[config.mk]
export PLATFORM = sky130hd
export DESIGN_NAME = strobe_tick_counter
export DESIGN_NICKNAME = d
export VERILOG_FILES = /design/src/rtl/stc_pkg.sv /design/src/rtl/stc_prescaler.sv /design/src/rtl/stc_phase_strobe.sv /design/src/rtl/stc_step_counter.sv /design/src/rtl/strobe_tick_counter.sv
export SDC_FILE = /design/constraint.sdc
export NUM_CORES = 1
export LEC_CHECK = 0
export BUFFER_PORTS_ARGS = -buffer_cell sky130_fd_sc_hd__buf_2
export CAP_MARGIN = 20
export CELL_PAD_IN_SITES_DETAIL_PLACEMENT = 1
export CELL_PAD_IN_SITES_GLOBAL_PLACEMENT = 2
export CORE_MARGIN = 3
export CORE_UTILIZATION = 30
export DETAILED_ROUTE_END_ITERATION = 10
export HOLD_SLACK_MARGIN = 0.08
export PLACE_DENSITY_LB_ADDON = 0.1
export SLEW_MARGIN = 30
export SYNTH_ARGS = -nofsm -noshare
export SYNTH_HDL_FRONTEND = slang
export SYNTH_SLANG_ARGS = --single-unit
[constraint.sdc]
create_clock -name clk -period 1.69 [get_ports clk]
set_input_delay 0.2535 -clock clk [delete_from_list [all_inputs] [get_ports clk]]
set_output_delay 0.2535 -clock clk [all_outputs]
set_load 0.01 [all_outputs]
[src/rtl/stc_pkg.sv]
package stc_pkg;
  localparam int unsigned PRE_W_DEF   = 8;
  localparam int unsigned CNT_W_DEF   = 8;
  localparam int unsigned DIGITS_DEF  = 8;
  localparam int unsigned ACTIVE_DEF  = 7;

  typedef struct packed {
    logic wrap;
    logic phase;
  } pace_t;
endpackage

[src/rtl/stc_prescaler.sv]
module stc_prescaler #(
  parameter int unsigned WIDTH = stc_pkg::PRE_W_DEF
) (
  input  logic clk,
  input  logic rst,
  output logic wrap
);
  localparam logic [WIDTH-1:0] TOP = {WIDTH{1'b1}};

  logic [WIDTH-1:0] cnt_q;

  always_ff @(posedge clk) begin
    if (rst) begin
      cnt_q <= '0;
    end else if (cnt_q == TOP) begin
      cnt_q <= '0;
    end else begin
      cnt_q <= cnt_q + 1'b1;
    end
  end

  assign wrap = (cnt_q == TOP);
endmodule

[src/rtl/stc_phase_strobe.sv]
module stc_phase_strobe (
  input  logic clk,
  input  logic rst,
  input  logic wrap,
  output logic tick
);
  stc_pkg::pace_t st_q;
  logic           tick_q;

  always_ff @(posedge clk) begin
    if (rst) begin
      st_q   <= '0;
      tick_q <= 1'b0;
    end else begin
      st_q.wrap <= wrap;
      if (wrap) begin
        st_q.phase <= ~st_q.phase;
      end
      tick_q <= wrap & st_q.phase;
    end
  end

  assign tick = tick_q;
endmodule

[src/rtl/stc_step_counter.sv]
module stc_step_counter #(
  parameter int unsigned WIDTH = stc_pkg::CNT_W_DEF
) (
  input  logic             clk,
  input  logic             rst,
  input  logic             step,
  output logic [WIDTH-1:0] value
);
  logic [WIDTH-1:0] val_q;

  always_ff @(posedge clk) begin
    if (rst) begin
      val_q <= '0;
    end else if (step) begin
      val_q <= val_q + 1'b1;
    end
  end

  assign value = val_q;
endmodule

[src/rtl/strobe_tick_counter.sv]
module strobe_tick_counter #(
  parameter int unsigned PRE_W  = stc_pkg::PRE_W_DEF,
  parameter int unsigned CNT_W  = stc_pkg::CNT_W_DEF,
  parameter int unsigned DIGITS = stc_pkg::DIGITS_DEF,
  parameter int unsigned ACTIVE = stc_pkg::ACTIVE_DEF
) (
  input  logic              clk,
  input  logic              rst,
  output logic [CNT_W-1:0]  seg_bus,
  output logic [DIGITS-1:0] digit_en_n,
  output logic              tick
);
  logic wrap;

  stc_prescaler #(.WIDTH(PRE_W)) u_pre (
    .clk  (clk),
    .rst  (rst),
    .wrap (wrap)
  );

  stc_phase_strobe u_phs (
    .clk  (clk),
    .rst  (rst),
    .wrap (wrap),
    .tick (tick)
  );

  stc_step_counter #(.WIDTH(CNT_W)) u_cnt (
    .clk   (clk),
    .rst   (rst),
    .step  (tick),
    .value (seg_bus)
  );

  for (genvar i = 0; i < DIGITS; i++) begin : g_dig
    if (i == ACTIVE) begin : g_on
      assign digit_en_n[i] = 1'b0;
    end else begin : g_off
      assign digit_en_n[i] = 1'b1;
    end
  end
endmodule

==> flow_summary.yaml <==
critical_path:
  worstPathArrival_ps: 1630
  path_class: "flip-flop to flip-flop"
  path_max_fanout: 6
  cp-end-kind: "flip-flop"
  required_ps: 1920
  cp.buffers_inverters: 0
  crit_path_top_delay_cell: "dfxtp_1"
  path_delay_family: "simple AND/OR/NAND/NOR gates"
  crit_chain: "ha_1, nand4_1, or3_1, a21oi_1"
  critPathMaxStageDelay_ps: 450
  start_kind: "flip-flop"
min_path:
  hold_path_class: "primary input to flip-flop"
synth:
  netlist_top_cells_count: "18 x dfxtp_1, 9 x buf_4, 9 x nor2_1, 7 x nand2_1"
  yosys.area.top_type: "dfxtp_1"
  syn_avg_cell_area_um2: 8.87
  synth_ff_type: "dfxtp_1"
  syn_inst: 90
  yosysTopAreaCellShare_pct: 45.1
  netlist_top_cells_area: "dfxtp_1 45%, buf_4 8.5%, xor2_1 5.5%"
  ys_seq_area_share_pct: 45.1
  synth_edf_count: 0
  postSynth.asyncResetShare_pct: 0
  yosysWarnings: 0
  synth_seq_cells: 18
  yosysMostFrequentCell: "dfxtp_1"
  ys_types: 22
  synth_area_um2: 798
pwr:
  power_frac_comb_pct: 4.4
  pwr-share-seq_pct: 59.7
  internal_power_uw: 577
  power_density_mw_per_mm2: 844
  p_sw_uw: 170
  swShare_pct: 22.7
  power_frac_clock_pct: 35.8
  power.leakage_uw: 0.000349
  ir_drop_mv: 0.348
clock_network:
  clock-sinks: 18
  clock_latency_ps: 290
  cts_tree: "done"
  cts_made_buffers: 3
  cts.repair.resized: 0
  clockBufferDepth: 2
  hold_buffers: 0
  cts-root-buf: "clkbuf_4"
  htreeDepth: 1
  path_clk_slew_ps: 110
  postCtsSetupRepairBufs: 0
sta:
  max_freq_mhz: 713
  drv_slew: 0
  fin_crit_sh_pct: 83.0
  setup_viol: 0
  rsz0062_at_grt: "no"
  finalWorstSetupSlack_ps: 287
  hold_violations: 0
  final.setup.tns_ps: 0
  finalClockSkew_ps: 1.38
  whs_ps: 330
  period_minus_slack_ps: 1400
final_layout:
  post_route_cells_drive_above_1_share_pct: 17.8
  multi_input_area_um2: 385
  seqCellArea_um2: 360
  area_growth_pct: 10.8
  n_fill_cell: 292
  final_util_pct: 35.4
  finalNetCount: 106
  diodes: 0
die:
  die-area_mm2: 0.00332
  num_rows: 18
  ios: 19
  die_x_um: 57.6
  start_util_pct: 31.9
  core_area_mm2: 0.00250
  die_y_um: 57.6
routing:
  finalWirelength_mm: 1.54
  dr.pass1.iters: 4
  ant_nets: 0
  wire_per_inst_um: 11.8
  vias_per_cell: 4.76
  num_vias: 623
  drtIter0Drc: 11
  drc: 0
placement:
  numPortBuffers: 10
  dpl.hpwl_mm: 1.16
  pre_cts_slack_ps: 293
  place_congestion: 0.741
global_routing:
  globalRoute.totalOverflow: 0
  grt_usage_pct: 10.6
  grt_pass1_wl_mm: 2.73
  antenna_found_initial: 0
  grt_pass1_vias: 612
  grt_max_degree: 19
run_status:
  outcome: "complete, no violations"
job:
  maxCapViolations: 0
worst register-to-register path: stages, from the launching register on:
cell	delay, ps
dfxtp_1	450
ha_1	210
nand4_1	160
or3_1	370
a21oi_1	140
cells by family (layout without fill, tap and decap cells):
logic type	count (synthesis)	after routing	share of synthesized area, %
AOI/OAI and AO/OA	10	10	6.58
buffers and inverters	11	16	9.40
adders and majority gates	2	2	3.13
and+or+nand+nor	38	38	24.5
DFF	18	18	45.1
muxes	2	2	2.66
other	2	8	0.941
xor gates and xnor gates	7	7	7.68
sequential cells by signal, indices dropped and copies added (netlist names):
name	flops
u_phs.tick	1
u_phs.st_q	1
u_pre.cnt_q	8
u_cnt.value	8
layout make-up:
class,count,share of cell area [%]
Clock buffer,4,4.10
Multi-Input combinational cell,67,43.6
Sequential cell,18,40.7
Tap cell,30,4.24
Timing Repair Buffer,12,7.36
through the flow:
| step | cells | power, uW | cell area (um2) |
|---|---|---|---|
| floorplan | 96 | 495 | 821 |
| global placement | 127 | 489 | 848 |
| detailed placement | 127 | 490 | 848 |
| CTS | 131 | 765 | 885 |
| global route | 131 | 794 | 885 |
| finish | 131 | 746 | 885 |
worst paths after layout:
kind                   from        endpoint  slack, ps  cells after the start
max          u_cnt.value[0]  u_cnt.value[6]        290                      4
min                     rst  u_cnt.value[0]        330                      2
max reg2reg  u_cnt.value[0]  u_cnt.value[6]        290                      4
min reg2reg  u_pre.cnt_q[0]  u_pre.cnt_q[0]        480                      1
layer usage:
metal,GRT usage (%),vias up,wire length (um)
li1,-,316,-
met1,14.6,292,811
met2,15.5,13,632
met3,2.71,2,79
met4,4.97,0,19
met5,0,-,0
power groups by stage:
stage / Clock [uW] / Combinational [uW] / Sequential [uW]
finish: 267 / 33.2 / 446
global route: 306 / 39.0 / 448
CTS: 285 / 33.8 / 446
detailed placement: 0 / 33.9 / 456
global placement: 0 / 33.3 / 456
floorplan: 0 / 42.4 / 453
cell usage in the layout (no fill, tap or decap), drive strengths merged:
| cell type | n |
|---|---|
| a21oi | 4 |
| a31oi | 2 |
| and2 | 1 |
| buf | 12 |
| clkbuf | 4 |
| conb | 8 |
| dfxtp | 18 |
| ha | 2 |
| mux2 | 1 |
| mux2i | 1 |
| nand2 | 7 |
| nand3 | 5 |
| nand4 | 6 |
| nor2 | 9 |
| nor2b | 1 |
| nor3 | 2 |
| nor3b | 1 |
| o21ai | 4 |
| or3 | 6 |
| xnor2 | 2 |
| xor2 | 5 |
No activity file was read; power rests on OpenSTA's default activity.
